File: config.mk
export PLATFORM = sky130hd
export DESIGN_NAME = bscan_tap
export DESIGN_NICKNAME = d
export VERILOG_FILES = /design/src/rtl/bscan_pkg.sv /design/src/rtl/bscan_fsm.sv /design/src/rtl/bscan_ir.sv /design/src/rtl/bscan_dr.sv /design/src/rtl/bscan_tap.sv
export SDC_FILE = /design/constraint.sdc
export NUM_CORES = 1
export LEC_CHECK = 0
export ABC_AREA = 1
export BUFFER_PORTS_ARGS = -buffer_cell sky130_fd_sc_hd__buf_2
export CORE_AREA = 2 2 206 168
export DETAILED_ROUTE_END_ITERATION = 10
export DIE_AREA = 0 0 208 170
export SLEW_MARGIN = 10
export SYNTH_ARGS = -nofsm -noshare
export SYNTH_HDL_FRONTEND = slang
export SYNTH_HIERARCHICAL = 1
export SYNTH_SLANG_ARGS = --single-unit
File: constraint.sdc
create_clock -name test_clk -period 2 [get_ports test_clk]
set_input_delay 0.2 -clock test_clk [delete_from_list [all_inputs] [get_ports test_clk]]
set_output_delay 0.2 -clock test_clk [all_outputs]
set_load 0.03 [all_outputs]
File: src/rtl/bscan_pkg.sv
package bscan_pkg;

  localparam int IR_W = 3;

  localparam logic [IR_W-1:0] IR_CAPTURE_PAT   = 3'b001;
  localparam logic [IR_W-1:0] IR_RESET_CODE    = 3'b111;
  localparam logic [IR_W-1:0] IR_FIRST_SAMPLE  = 3'b010;
  localparam logic [IR_W-1:0] IR_FIRST_BYPASS  = 3'b110;

  typedef enum logic [3:0] {
    ST_RESET, ST_IDLE,
    ST_SEL_DR, ST_CAP_DR, ST_SHF_DR, ST_EX1_DR, ST_PAU_DR, ST_EX2_DR, ST_UPD_DR,
    ST_SEL_IR, ST_CAP_IR, ST_SHF_IR, ST_EX1_IR, ST_PAU_IR, ST_EX2_IR, ST_UPD_IR
  } tap_state_e;

  typedef enum logic [1:0] {
    OP_EXTEST, OP_SAMPLE, OP_BYPASS
  } tap_op_e;

  // Controller transition for one rising edge.
  function automatic tap_state_e tap_next(input tap_state_e s, input logic m);
    tap_state_e n;
    case (s)
      ST_RESET:  n = m ? ST_RESET  : ST_IDLE;
      ST_IDLE:   n = m ? ST_SEL_DR : ST_IDLE;
      ST_SEL_DR: n = m ? ST_SEL_IR : ST_CAP_DR;
      ST_CAP_DR: n = m ? ST_EX1_DR : ST_SHF_DR;
      ST_SHF_DR: n = m ? ST_EX1_DR : ST_SHF_DR;
      ST_EX1_DR: n = m ? ST_UPD_DR : ST_PAU_DR;
      ST_PAU_DR: n = m ? ST_EX2_DR : ST_PAU_DR;
      ST_EX2_DR: n = m ? ST_UPD_DR : ST_SHF_DR;
      ST_UPD_DR: n = m ? ST_SEL_DR : ST_IDLE;
      ST_SEL_IR: n = m ? ST_RESET  : ST_CAP_IR;
      ST_CAP_IR: n = m ? ST_EX1_IR : ST_SHF_IR;
      ST_SHF_IR: n = m ? ST_EX1_IR : ST_SHF_IR;
      ST_EX1_IR: n = m ? ST_UPD_IR : ST_PAU_IR;
      ST_PAU_IR: n = m ? ST_EX2_IR : ST_PAU_IR;
      ST_EX2_IR: n = m ? ST_UPD_IR : ST_SHF_IR;
      ST_UPD_IR: n = m ? ST_SEL_DR : ST_IDLE;
      default:   n = ST_RESET;
    endcase
    return n;
  endfunction

  // Instruction decode: codes are ordered so two thresholds split them.
  function automatic tap_op_e tap_decode(input logic [IR_W-1:0] code);
    if (code < IR_FIRST_SAMPLE)      return OP_EXTEST;
    else if (code < IR_FIRST_BYPASS) return OP_SAMPLE;
    else                             return OP_BYPASS;
  endfunction

endpackage

File: src/rtl/bscan_fsm.sv
module bscan_fsm
  import bscan_pkg::*;
(
  input  logic       clk,
  input  logic       rst_n,
  input  logic       mode_sel,
  output tap_state_e state_q,
  output logic       in_reset,
  output logic       cap_ir,
  output logic       shf_ir,
  output logic       upd_ir,
  output logic       cap_dr,
  output logic       shf_dr,
  output logic       upd_dr
);

  always_ff @(posedge clk or negedge rst_n) begin
    if (!rst_n) state_q <= ST_RESET;
    else        state_q <= tap_next(state_q, mode_sel);
  end

  assign in_reset = (state_q == ST_RESET);
  assign cap_ir   = (state_q == ST_CAP_IR);
  assign shf_ir   = (state_q == ST_SHF_IR);
  assign upd_ir   = (state_q == ST_UPD_IR);
  assign cap_dr   = (state_q == ST_CAP_DR);
  assign shf_dr   = (state_q == ST_SHF_DR);
  assign upd_dr   = (state_q == ST_UPD_DR);

endmodule

File: src/rtl/bscan_ir.sv
module bscan_ir
  import bscan_pkg::*;
(
  input  logic            clk,
  input  logic            rst_n,
  input  logic            in_reset,
  input  logic            capture,
  input  logic            shift,
  input  logic            update,
  input  logic            scan_in,
  output logic [IR_W-1:0] shift_q,
  output logic [IR_W-1:0] code_q
);

  // Shift stages: rising edge.
  always_ff @(posedge clk or negedge rst_n) begin
    if (!rst_n)       shift_q <= '0;
    else if (capture) shift_q <= IR_CAPTURE_PAT;
    else if (shift)   shift_q <= {scan_in, shift_q[IR_W-1:1]};
  end

  // Parallel latch: falling edge.
  always_ff @(negedge clk or negedge rst_n) begin
    if (!rst_n)        code_q <= IR_RESET_CODE;
    else if (in_reset) code_q <= IR_RESET_CODE;
    else if (update)   code_q <= shift_q;
  end

endmodule

File: src/rtl/bscan_dr.sv
module bscan_dr #(
  parameter int CELLS = 118
) (
  input  logic             clk,
  input  logic             rst_n,
  input  logic             sel_bypass,
  input  logic             capture,
  input  logic             shift,
  input  logic             update,
  input  logic             scan_in,
  input  logic [CELLS-1:0] core_capture,
  output logic             bypass_q,
  output logic [CELLS-1:0] chain_q,
  output logic [CELLS-1:0] update_q
);

  logic bnd_cap, bnd_shf, bnd_upd;
  assign bnd_cap = capture & ~sel_bypass;
  assign bnd_shf = shift   & ~sel_bypass;
  assign bnd_upd = update  & ~sel_bypass;

  always_ff @(posedge clk or negedge rst_n) begin
    if (!rst_n)                    bypass_q <= 1'b0;
    else if (capture & sel_bypass) bypass_q <= 1'b0;
    else if (shift & sel_bypass)   bypass_q <= scan_in;
  end

  for (genvar i = 0; i < CELLS; i++) begin : g_cell
    logic nxt, sh_q, up_q;

    if (i == CELLS - 1) begin : g_head
      assign nxt = scan_in;
    end else begin : g_body
      assign nxt = chain_q[i+1];
    end

    always_ff @(posedge clk or negedge rst_n) begin
      if (!rst_n)       sh_q <= 1'b0;
      else if (bnd_cap) sh_q <= core_capture[i];
      else if (bnd_shf) sh_q <= nxt;
    end

    always_ff @(negedge clk or negedge rst_n) begin
      if (!rst_n)       up_q <= 1'b0;
      else if (bnd_upd) up_q <= sh_q;
    end

    assign chain_q[i]  = sh_q;
    assign update_q[i] = up_q;
  end

endmodule

File: src/rtl/bscan_tap.sv
module bscan_tap
  import bscan_pkg::*;
#(
  parameter int CELLS = 118
) (
  input  logic             test_clk,
  input  logic             test_rst_n,
  input  logic             mode_sel,
  input  logic             scan_in,
  output logic             scan_out,
  output logic             scan_oe,
  input  logic [CELLS-1:0] core_capture,
  output logic [CELLS-1:0] core_update,
  output logic             core_drive
);

  tap_state_e      state_q;
  logic            in_reset, cap_ir, shf_ir, upd_ir, cap_dr, shf_dr, upd_dr;
  logic [IR_W-1:0] ir_shift, ir_code;
  tap_op_e         op_now;
  logic            sel_bypass;
  logic            bypass_q;
  logic [CELLS-1:0] chain_q;
  logic            out_next, shifting;

  bscan_fsm u_fsm (
    .clk      (test_clk),
    .rst_n    (test_rst_n),
    .mode_sel (mode_sel),
    .state_q  (state_q),
    .in_reset (in_reset),
    .cap_ir   (cap_ir),
    .shf_ir   (shf_ir),
    .upd_ir   (upd_ir),
    .cap_dr   (cap_dr),
    .shf_dr   (shf_dr),
    .upd_dr   (upd_dr)
  );

  bscan_ir u_ir (
    .clk      (test_clk),
    .rst_n    (test_rst_n),
    .in_reset (in_reset),
    .capture  (cap_ir),
    .shift    (shf_ir),
    .update   (upd_ir),
    .scan_in  (scan_in),
    .shift_q  (ir_shift),
    .code_q   (ir_code)
  );

  assign op_now     = tap_decode(ir_code);
  assign sel_bypass = (op_now == OP_BYPASS);
  assign core_drive = (op_now == OP_EXTEST);

  bscan_dr #(.CELLS(CELLS)) u_dr (
    .clk          (test_clk),
    .rst_n        (test_rst_n),
    .sel_bypass   (sel_bypass),
    .capture      (cap_dr),
    .shift        (shf_dr),
    .update       (upd_dr),
    .scan_in      (scan_in),
    .core_capture (core_capture),
    .bypass_q     (bypass_q),
    .chain_q      (chain_q),
    .update_q     (core_update)
  );

  // Serial output path selection.
  assign shifting = shf_ir | shf_dr;
  always_comb begin
    if (shf_ir)          out_next = ir_shift[0];
    else if (!shf_dr)    out_next = 1'b0;
    else if (sel_bypass) out_next = bypass_q;
    else                 out_next = chain_q[0];
  end

  always_ff @(negedge test_clk or negedge test_rst_n) begin
    if (!test_rst_n) begin
      scan_out <= 1'b0;
      scan_oe  <= 1'b0;
    end else begin
      scan_out <= out_next;
      scan_oe  <= shifting;
    end
  end

endmodule

* After elaboration in Yosys (flattened, before gate mapping)
Cells that the tools add are included.
Storage, ports and cells: register bits 249, bits in latches 0, RAM bits 0, ROM bits 0, input bits 122, memories kept 0
Cells by class: $add $sub $neg 0, $mul 0, divide/modulo/power cells 0, $lt $le $gt $ge 2, equality and inequality tests 16, shift operators 0, multiplexer cells 260, bitwise logic cells 7, reductions and logical operators 9
Operator list (number):
- $mux 1 | 244
- $pmux 4 s12 | 1
- $eq 4x4->1 const B | 8
- $mux 3 | 6
- $eq 4x3->1 const B | 4
- $mux 4 | 4
- $mux 2 | 5
- $eq 4x2->1 const B | 2
- $reduce_bool 2->1 | 4
- $and 1x1->1 | 5
- $eq 4x1->1 const B | 1
- $logic_not 4->1 | 1
- $reduce_or 2->1 | 2
- $lt 3x2->1 const B | 1
- $lt 3x3->1 const B | 1
- $reduce_or 3->1 | 1
- $eq 2x2->1 const B | 1
- $logic_not 2->1 | 1
- $not 1->1 | 1
- $or 1x1->1 | 1

* Longest topological paths before layout
Gate-level depths: netlist (run 1).
word-level depth 8, mapped depth 12, mapped depth without buffers 9

* Cells and area by module
The synthesis (run 1) kept the hierarchy.
By module, submodules not included:
- bscan_dr | times used 1, cells each 1623, area each 12415.7 µm², sequential area each 5930.7 µm²
- bscan_fsm | times used 1, cells each 69, area each 390.4 µm², sequential area each 100.1 µm²
- bscan_ir | times used 1, cells each 28, area each 249.0 µm², sequential area each 153.9 µm²
- bscan_tap | times used 1, cells each 15, area each 106.4 µm², sequential area each 50.0 µm²

==> results of run 1 <==
==> state kept, by name, indices dropped and copies added, names as in the netlist <==
register and cells:
u_dr/g_cell.up_q 118, u_dr/bypass_q 1, scan_oe 1, u_dr/g_cell.sh_q 3, u_ir/shift_q 3, u_ir/code_q 2
u_fsm/state_q 4, u_dr/g_cell.nxt 115, scan_out 1
==> how the worst max path moves through the flow <==
stage                               from              endpoint  slack (ns)  depth (start not counted)
final                     u_ir/code_q[2]   u_dr/g_cell[32].nxt       -0.64                         11
after global routing      u_ir/code_q[2]   u_dr/g_cell[34].nxt       -0.70                         11
after CTS                 u_ir/code_q[2]            core_drive       -0.61                          3
after detailed placement  u_ir/code_q[2]  u_dr/g_cell[114].nxt       -0.56                          9
after global placement    u_ir/code_q[1]  u_dr/g_cell[114].nxt       -0.54                          9
after floorplan           u_ir/code_q[1]  u_dr/g_cell[103].nxt       -0.42                         10
==> routing by layer <==
layer | vias up | GRT usage
li1 | 5502 | -
met1 | 5693 | 0.318
met2 | 511 | 0.355
met3 | 89 | 0.0380
met4 | 0 | 0.0669
met5 | - | 0
==> through the flow <==
step | hold WS [ns] | cells | worst slack (ns) | TNS, ns | power [mW]
floorplan | -0.0956 | 1614 | -0.420 | -87.41 | 15.0
global placement | 0.102 | 2176 | -0.542 | -105.30 | 17.0
detailed placement | 0.106 | 2176 | -0.555 | -107.72 | 17.2
CTS | 0.00116 | 2431 | -0.610 | -172.85 | 26.4
global route | 0.00923 | 2446 | -0.699 | -195.00 | 29.8
finish | 0.0241 | 2446 | -0.637 | -174.00 | 28.2
==> worst max-delay path, stage by stage, from the launching register on <==
cell       delay, ns
dfstp_2         0.53
nand2_2         0.07
inv_2           0.08
inv_4           0.06
nand2_8         0.09
nand2_8         0.08
inv_12          0.07
buf_12          0.11
buf_6           0.12
clkbuf_16       0.15
nand2_1         0.06
nand2_1         0.07
==> cell type report <==
type,count,area share
flip-flops and latches,248,0.323
repair buffers,538,0.282
multi-input cells,915,0.258
inverters,256,0.0512
clock buffers,39,0.0445
well taps,434,0.0283
clock inverters,15,0.0124
diodes,1,0.000130
==> what timing repair did <==
action	4_1_cts	5_1_grt
endpoints found under the setup margin	362	362
setup buffers	52	14
hold buffers	114	0
gates resized for setup	257	267
pin swaps	13	44
cloned	39	18
endpoints found under the hold margin	204	0
==> power by group through the flow <==
stage / Combinational (mW) / Sequential, mW / Clock (mW)
finish: 14.0 / 8.28 / 5.98
global route: 15.0 / 8.47 / 6.32
CTS: 12.3 / 8.03 / 6.07
detailed placement: 9.15 / 8.03 / 0.00939
global placement: 9.02 / 7.99 / 0.00939
floorplan: 7.26 / 7.78 / 0.00939
==> cells in the final DEF (no fill, tap or decap), types with 6 or more instances in the layout <==
| cell | count |
|---|---|
| buf_6 | 26 |
| dfrtp_1 | 126 |
| nand2_2 | 107 |
| o21ai_2 | 82 |
| dfrtn_1 | 120 |
| nand2_4 | 37 |
| o21ai_1 | 12 |
| nand2_1 | 491 |
| nand3_2 | 27 |
| bufinv_16 | 6 |
| buf_8 | 8 |
| inv_1 | 249 |
| buf_4 | 53 |
| clkbuf_16 | 45 |
| o21ai_0 | 19 |
| clkbuf_8 | 9 |
| nor2_1 | 6 |
| buf_16 | 30 |
| o21ai_4 | 7 |
| buf_2 | 240 |
| nand3_1 | 103 |
| buf_12 | 50 |
| dlygate4sd3_1 | 114 |
==> impl_metrics.tcl, run 1 <==
set metrics [dict create \
    core_area_um2 33200 \
    r2r_cells 11 \
    first_pass_iters 8 \
    met3_length_um 3060 \
    critPathMaxFanout 7 \
    path_class "flop to flop" \
    ant_nets 0 \
    dieArea_um2 35400 \
    hpwlAfterDp_um 22900 \
    vias_per_cell 4.82 \
    route.met2.wl_um 20000 \
    drtIter0Drc 894 \
    rsz0062_at_grt "true" \
    grt_pass1_wl_um 63000 \
    placementRows 60 \
    slew_violations 0 \
    r2r_end "u_dr/g_cell[32].nxt" \
    clk_latency_ns 0.60 \
    setup_violations 362 \
    cp.arrival_ns 3.11 \
    crit_path_end_kind "flop" \
    hold_path.class "input pin to flop" \
    switching_share 0.410 \
    max-clock-path-buffers 3 \
    clock-sinks 248 \
    start_util 0.369 \
    syn_area_um2 12200 \
    rr_startpoint "u_ir/code_q[2]" \
    p_per_area_nw_per_um2 1470 \
    synth_warnings 6 \
    fillers 2813 \
    p_leak_nw 10.5 \
    vdd.ir_drop.worst_mv 0.710 \
    die_h_um 170 \
    setup.worst_path.start_class "flop" \
    whs_path_depth 5 \
    drc 0 \
    power.share.clock 0.212 \
    grt_overflow 0 \
    vias 11800 \
    avgSynthCellArea_um2 7.59 \
    maxCapViolations 0 \
    whs_endpoint "u_dr/g_cell[103].nxt" \
    failed_checks "negative setup slack" \
    timing.reg2reg.setup_slack_ns -0.64 \
    wl_met1_um 18900 \
    ios 243 \
    path_clk_slew_ns 0.06 \
    cts_htree_levels 1 \
    required_ns 2.47 \
    dpl-instance-area_um2 13700 \
    fin_nets 2111 \
    combinationalPowerShare 0.495 \
    cts_root_buffer "clkbuf_16" \
    grt_usage 0.225 \
    skew_ns 0.0689 \
    final_cell_area_um2 19200 \
    post_drt_wl_per_cell_um 17.7 \
    p_sw_mw 11.6 \
    final_hold_viol_count 0 \
    first_global_vias 11500 \
    worst_slack_ns -0.637 \
    drive_gt1_frac 0.377 \
    seqPwrFrac 0.293 \
    cts_tree "yes" \
    top_layer_used "met4" \
    grt_max_degree 48 \
    cts_buffers 28 \
    power.internal_mw 16.7 \
    antenna_found_initial 1 \
    io_buffer_count 242 \
    synthCells 1614 \
    status "finished, violations left" \
    finish.utilization 0.578 \
    relSlewSlack 0.772 \
    multiInputGateArea_um2 4950 \
    hold_start "core_capture[104]" \
    seq_area_um2 6210 \
    postRouteWirelength_um 43200 \
    die_w_um 208 \
    areaGrowthSynthToFinish_pct 56.8 \
    synthesis.nets 1736 \
    worstMarginPinSlew_ns 0.342 \
    place_congestion 0.810 \
]
(Power assumes the default switching activity.)
==> run 2: changes to the inputs <==
- BUFFER_PORTS_ARGS: -buffer_cell sky130_fd_sc_hd__buf_2 -> default
- DONT_BUFFER_PORTS: default -> 1
==> run 2 against run 1 <==
The flow finishes with violations (negative hold slack, negative setup slack); final cell count decreased by 12%; setup slack improved by 0.0081 ns; die area unchanged; routed wire length decreased by 6.0%; critical path depth decreased by 1; count of clock-buffer cells in the layout increased by 1; largest power group is now sequential cells.
==> impl_metrics.tcl, run 2 (synthesized netlist as in run 1, its figures left out) <==
set metrics [dict create \
    antenna_found_initial 0 \
    vdd.ir_drop.worst_mv 0.824 \
    max-clock-path-buffers 3 \
    drc 0 \
    largest_reg_flops 118 \
    hpwlAfterDp_um 20400 \
    failed_checks "negative hold slack, negative setup slack" \
    first_pass_iters 5 \
    p_leak_nw 8.85 \
    grt_overflow 0 \
    final_common_cell "nand2_1" \
    rsz0062_at_grt "true" \
    path_class "flop to flop" \
    holdWs_ns -0.644 \
    timing.reg2reg.setup_slack_ns -0.63 \
    areaGrowthSynthToFinish_pct 39.1 \
    dieArea_um2 35400 \
    fin_nets 1813 \
    path_clk_slew_ns 0.06 \
    skew_ns 0.0567 \
    crit_path_end_kind "flop" \
    clk_latency_ns 0.58 \
    post_drt_wl_per_cell_um 19.0 \
    slowest_stage "dfstp_2" \
    regMostFlops "u_dr/g_cell.up_q" \
    grt_usage 0.191 \
    finalSetupTns_ns -167.41 \
    required_ns 2.47 \
    grt_pass1_wl_um 54100 \
    critPathMaxStageDelay_ns 0.54 \
    io_buffer_count 0 \
    ios 243 \
    vias 10400 \
    cts_htree_levels 1 \
    die_h_um 170 \
    status "finished, violations left" \
    postRouteWirelength_um 40600 \
    grt_max_degree 249 \
    ant_nets 0 \
    worst_slack_ns -0.629 \
    total_power_mw 25.3 \
    vias_per_cell 4.85 \
    setup_violations 362 \
    placementRows 60 \
    relSlewSlack 0.675 \
    slew_violations 0 \
    die_w_um 208 \
    cts_tree "yes" \
    r2r_end "u_dr/g_cell[13].nxt" \
    drtIter0Drc 911 \
    rr_startpoint "u_ir/code_q[1]" \
    critPathMaxFanout 8 \
    final_hold_viol_count 126 \
    cts_root_buffer "clkbuf_16" \
    num_antenna_cells 0 \
    cts_buffers 27 \
    cp.arrival_ns 3.09 \
    cts_hold_buf 120 \
    p_per_area_nw_per_um2 1490 \
    dpl_worst_slack_ns -0.524 \
    core_area_um2 33200 \
    cp-startpoint "u_ir/code_q[1]" \
    drive_gt1_frac 0.246 \
    maxCapViolations 0 \
    hold_path.class "input pin to async pin" \
    setup.worst_path.start_class "flop" \
    start_util 0.369 \
    clock-sinks 248 \
    r2r_cells 10 \
    first_global_vias 9809 \
    worstMarginPinSlew_ns 0.488 \
    fillers 2933 \
    place_congestion 0.800 \
    most-common-layout-cells "519 x nand2_1, 249 x inv_1, 126 x dfrtp_1, 120 x dlygate4sd3_1, 120 x dfrtn_1" \
    cp_cell_sequence "nand2_2, inv_2, inv_4, nand2_8, nand2_8, inv_16, buf_12, buf_16, nand2_1, nand2_1" \
]
[run 2: worst max-delay path by stage]
stage | endpoint
global route | u_dr/g_cell[13].nxt
detailed placement | u_dr/g_cell[15].nxt
floorplan | u_dr/g_cell[103].nxt
global placement | u_dr/g_cell[70].nxt
finish | u_dr/g_cell[13].nxt
CTS | core_drive
[run 2: cell type report]
class / count / area [um2] / area share
Sequential cell: 248 / 6210 / 0.364
Tap cell: 434 / 543 / 0.0319
Timing Repair Buffer: 238 / 3270 / 0.192
Clock inverter: 10 / 100 / 0.00588
Inverter: 256 / 990 / 0.0581
Timing Repair inverter: 1 / 16.3 / 0.000955
Clock buffer: 40 / 827 / 0.0485
Multi-Input combinational cell: 917 / 5080 / 0.298
[run 2: metrics by stage]
stage	utilization	hold slack, ns	instances	area, um2
3_3_place_gp	0.365	-0.0873	1897	12100
2_1_floorplan	-	-0.0956	1614	12400
3_5_place_dp	0.365	-0.0867	1897	12100
4_1_cts	0.458	-0.676	2097	15200
6_report	0.513	-0.644	2144	17000
5_1_grt	0.513	-0.679	2144	17000
[run 2: power by group]
| group | internal (mW) | total [mW] | switching (mW) |
|---|---|---|---|
| logic | 4.41 | 9.97 | 5.56 |
| registers | 6.93 | 10.1 | 3.22 |
| clock network | 3.11 | 5.20 | 2.09 |
[run 2: critical path, delay by kind of cell, from the launching register on]
family / cells / cell delay, ns
simple gates: 5 / 0.45
flops: 1 / 0.54
buf+inv: 5 / 0.52
[run 2: layer usage]
layer,share of wire,global-route usage,up-vias
li1,-,-,4899
met1,0.44,0.267,5087
met2,0.47,0.304,366
met3,0.067,0.0458,49
met4,0.018,0.0376,0
met5,0,0,-
[run 2: what timing repair did]
action / in CTS / in global routing
endpoints found under the setup margin: 361 / 362
pin swaps: 3 / 29
resized for setup: 88 / 372
gates cloned: 16 / 33
setup buffers: 15 / 19
hold endpoints to repair: 250 / 126
==> run 3: changes to the inputs <==
--- a/config.mk
+++ b/config.mk
@@ -8,6 +8,7 @@
 export ABC_AREA = 1
-export CORE_AREA = 2 2 206 168
+export CORE_AREA = 4 4 208 170
 export DETAILED_ROUTE_END_ITERATION = 10
-export DIE_AREA = 0 0 208 170
+export DIE_AREA = 0 0 212 174
 export DONT_BUFFER_PORTS = 1
+export RECOVER_POWER = 25
 export SLEW_MARGIN = 10
==> constraint.sdc (replaced) <==
create_clock -name test_clk -period 2 [get_ports test_clk]
set_input_delay 0 -clock test_clk [delete_from_list [all_inputs] [get_ports test_clk]]
set_output_delay 0 -clock test_clk [all_outputs]
set_load 0.03 [all_outputs]
==> run 3 against run 2 <==
The flow still finishes with violations (negative hold slack, negative setup slack); total power down 12%; critical path depth down 2; die area up 4.3%; setup slack better by 0.064 ns; sequential power about the same; clock skew up 0.0075 ns; clock power up 1%; sequential cell count unchanged; non-clock buffer count down 47; count of clock-buffer cells in the layout up 4; via count down 6.8%; combinational power down 29%.
==> impl_metrics.tcl, run 3 (synthesized netlist as in run 1, its figures left out) <==
set metrics [dict create \
    r2r_end "u_dr/g_cell[57].nxt" \
    clk_latency_ns 0.59 \
    die_h_um 174 \
    final_common_cell "nand2_1" \
    slew_violations 0 \
    p_per_area_nw_per_um2 1510 \
    cts_root_buffer "clkbuf_16" \
    ios 243 \
    cts_hold_buf 120 \
    vdd.ir_drop.worst_mv 0.776 \
    setup_violations 362 \
    drive_gt1_frac 0.0910 \
    status "finished, violations left" \
    finish.utilization 0.444 \
    dpl-instance-area_um2 12200 \
    crit_path_end_kind "flop" \
    cts_buffers 27 \
    core_area_um2 33300 \
    critPathMaxFanout 17 \
    setup.worst_path.start_class "flop" \
    path_clk_slew_ns 0.06 \
    vias_per_cell 4.63 \
    hpwlAfterDp_um 20700 \
    final_cell_area_um2 14800 \
    drc 0 \
    areaGrowthSynthToFinish_pct 20.6 \
    vias 9689 \
    num_antenna_cells 0 \
    postRouteWirelength_um 33800 \
    r2r_cells 8 \
    clock-sinks 248 \
    dpl_worst_slack_ns -0.531 \
    cts_htree_levels 1 \
    final_hold_viol_count 126 \
    largest_reg_flops 118 \
    grt_usage 0.173 \
    post_drt_wl_per_cell_um 16.2 \
    rr_startpoint "u_ir/code_q[1]" \
    io_buffer_count 0 \
    start_util 0.368 \
    most-common-layout-cells "625 x nand2_1, 250 x inv_1, 126 x dfrtp_1, 120 x dlygate4sd3_1, 120 x dfrtn_1" \
    path_class "flop to flop" \
    rsz0062_at_grt "true" \
    holdWs_ns -0.852 \
    fin_nets 1761 \
    ant_nets 0 \
    relSlewSlack 0.705 \
    cp.arrival_ns 2.99 \
    skew_ns 0.0641 \
    p_leak_nw 8.08 \
    max-clock-path-buffers 3 \
    die_w_um 212 \
    antenna_found_initial 0 \
    regMostFlops "u_dr/g_cell.up_q" \
    drtIter0Drc 757 \
    failed_checks "negative hold slack, negative setup slack" \
    hold_path.class "input pin to async pin" \
    grt_overflow 0 \
    placementRows 60 \
    dieArea_um2 36900 \
    worst_slack_ns -0.565 \
    required_ns 2.43 \
    cts_tree "yes" \
    first_global_vias 9367 \
    maxCapViolations 0 \
    grt_max_degree 249 \
    first_pass_iters 5 \
    grt_pass1_wl_um 52100 \
    timing.reg2reg.setup_slack_ns -0.56 \
    place_congestion 0.794 \
    worstMarginPinSlew_ns 0.442 \
]
## run 3: metal layers
layer,vias up,part of all wire,global-route usage
met4,0,0.016,0.0294
met2,311,0.45,0.275
li1,4784,-,-
met1,4563,0.46,0.245
met3,31,0.071,0.0433
met5,-,0,0
## run 3: how the worst max path moves through the flow
stage	start	to	slack, ns	cells past startpoint
global placement	u_ir/code_q[1]	u_dr/g_cell[39].nxt	-0.51	9
finish	u_ir/code_q[1]	u_dr/g_cell[57].nxt	-0.56	8
floorplan	u_ir/code_q[1]	u_dr/g_cell[103].nxt	-0.42	10
global route	u_ir/code_q[1]	u_dr/g_cell[59].nxt	-0.66	9
CTS	u_ir/code_q[1]	u_dr/g_cell[59].nxt	-0.55	9
detailed placement	u_ir/code_q[1]	u_dr/g_cell[10].nxt	-0.53	9
## run 3: where the power goes
group          internal [mW]  leakage, nW  switching, mW
clock network           3.18        0.461           2.08
logic                   2.96         4.40           4.13
registers               6.93         3.23           2.93
total                   13.1         8.08           9.15
## run 3: per-stage QoR
| stage | cells | TNS, ns | power [mW] |
|---|---|---|---|
| 2_1_floorplan | 1614 | -87.41 | 15.0 |
| 3_3_place_gp | 1906 | -92.65 | 15.9 |
| 3_5_place_dp | 1906 | -97.00 | 16.1 |
| 4_1_cts | 2086 | -125.59 | 22.2 |
| 5_1_grt | 2093 | -148.20 | 23.8 |
| 6_report | 2093 | -120.92 | 22.2 |
## run 3: area by class of cell
cell class	count	area, um2
Clock inverter	7	111
Timing Repair Buffer	191	2190
Sequential cell	248	6210
Tap cell	434	543
Fill cell	3210	18500
Multi-Input combinational cell	913	3910
Inverter	256	982
Clock buffer	44	821
## run 3: critical path: stages, from the launching register on
cell and delay (ns):
dfstp_2 0.53, nand2_2 0.06, inv_2 0.08, inv_4 0.05, nand2_2 0.10, nand2_8 0.13
bufbuf_16 0.32, nand3_1 0.07, nand2_1 0.05
## run 3: repair_timing
item	4_1_cts	5_1_grt
pin swaps	2	2
endpoints found under the setup margin	362	362
hold endpoints to repair	250	126
setup buffers	6	3
gates resized for setup	33	4
cloned	4	4
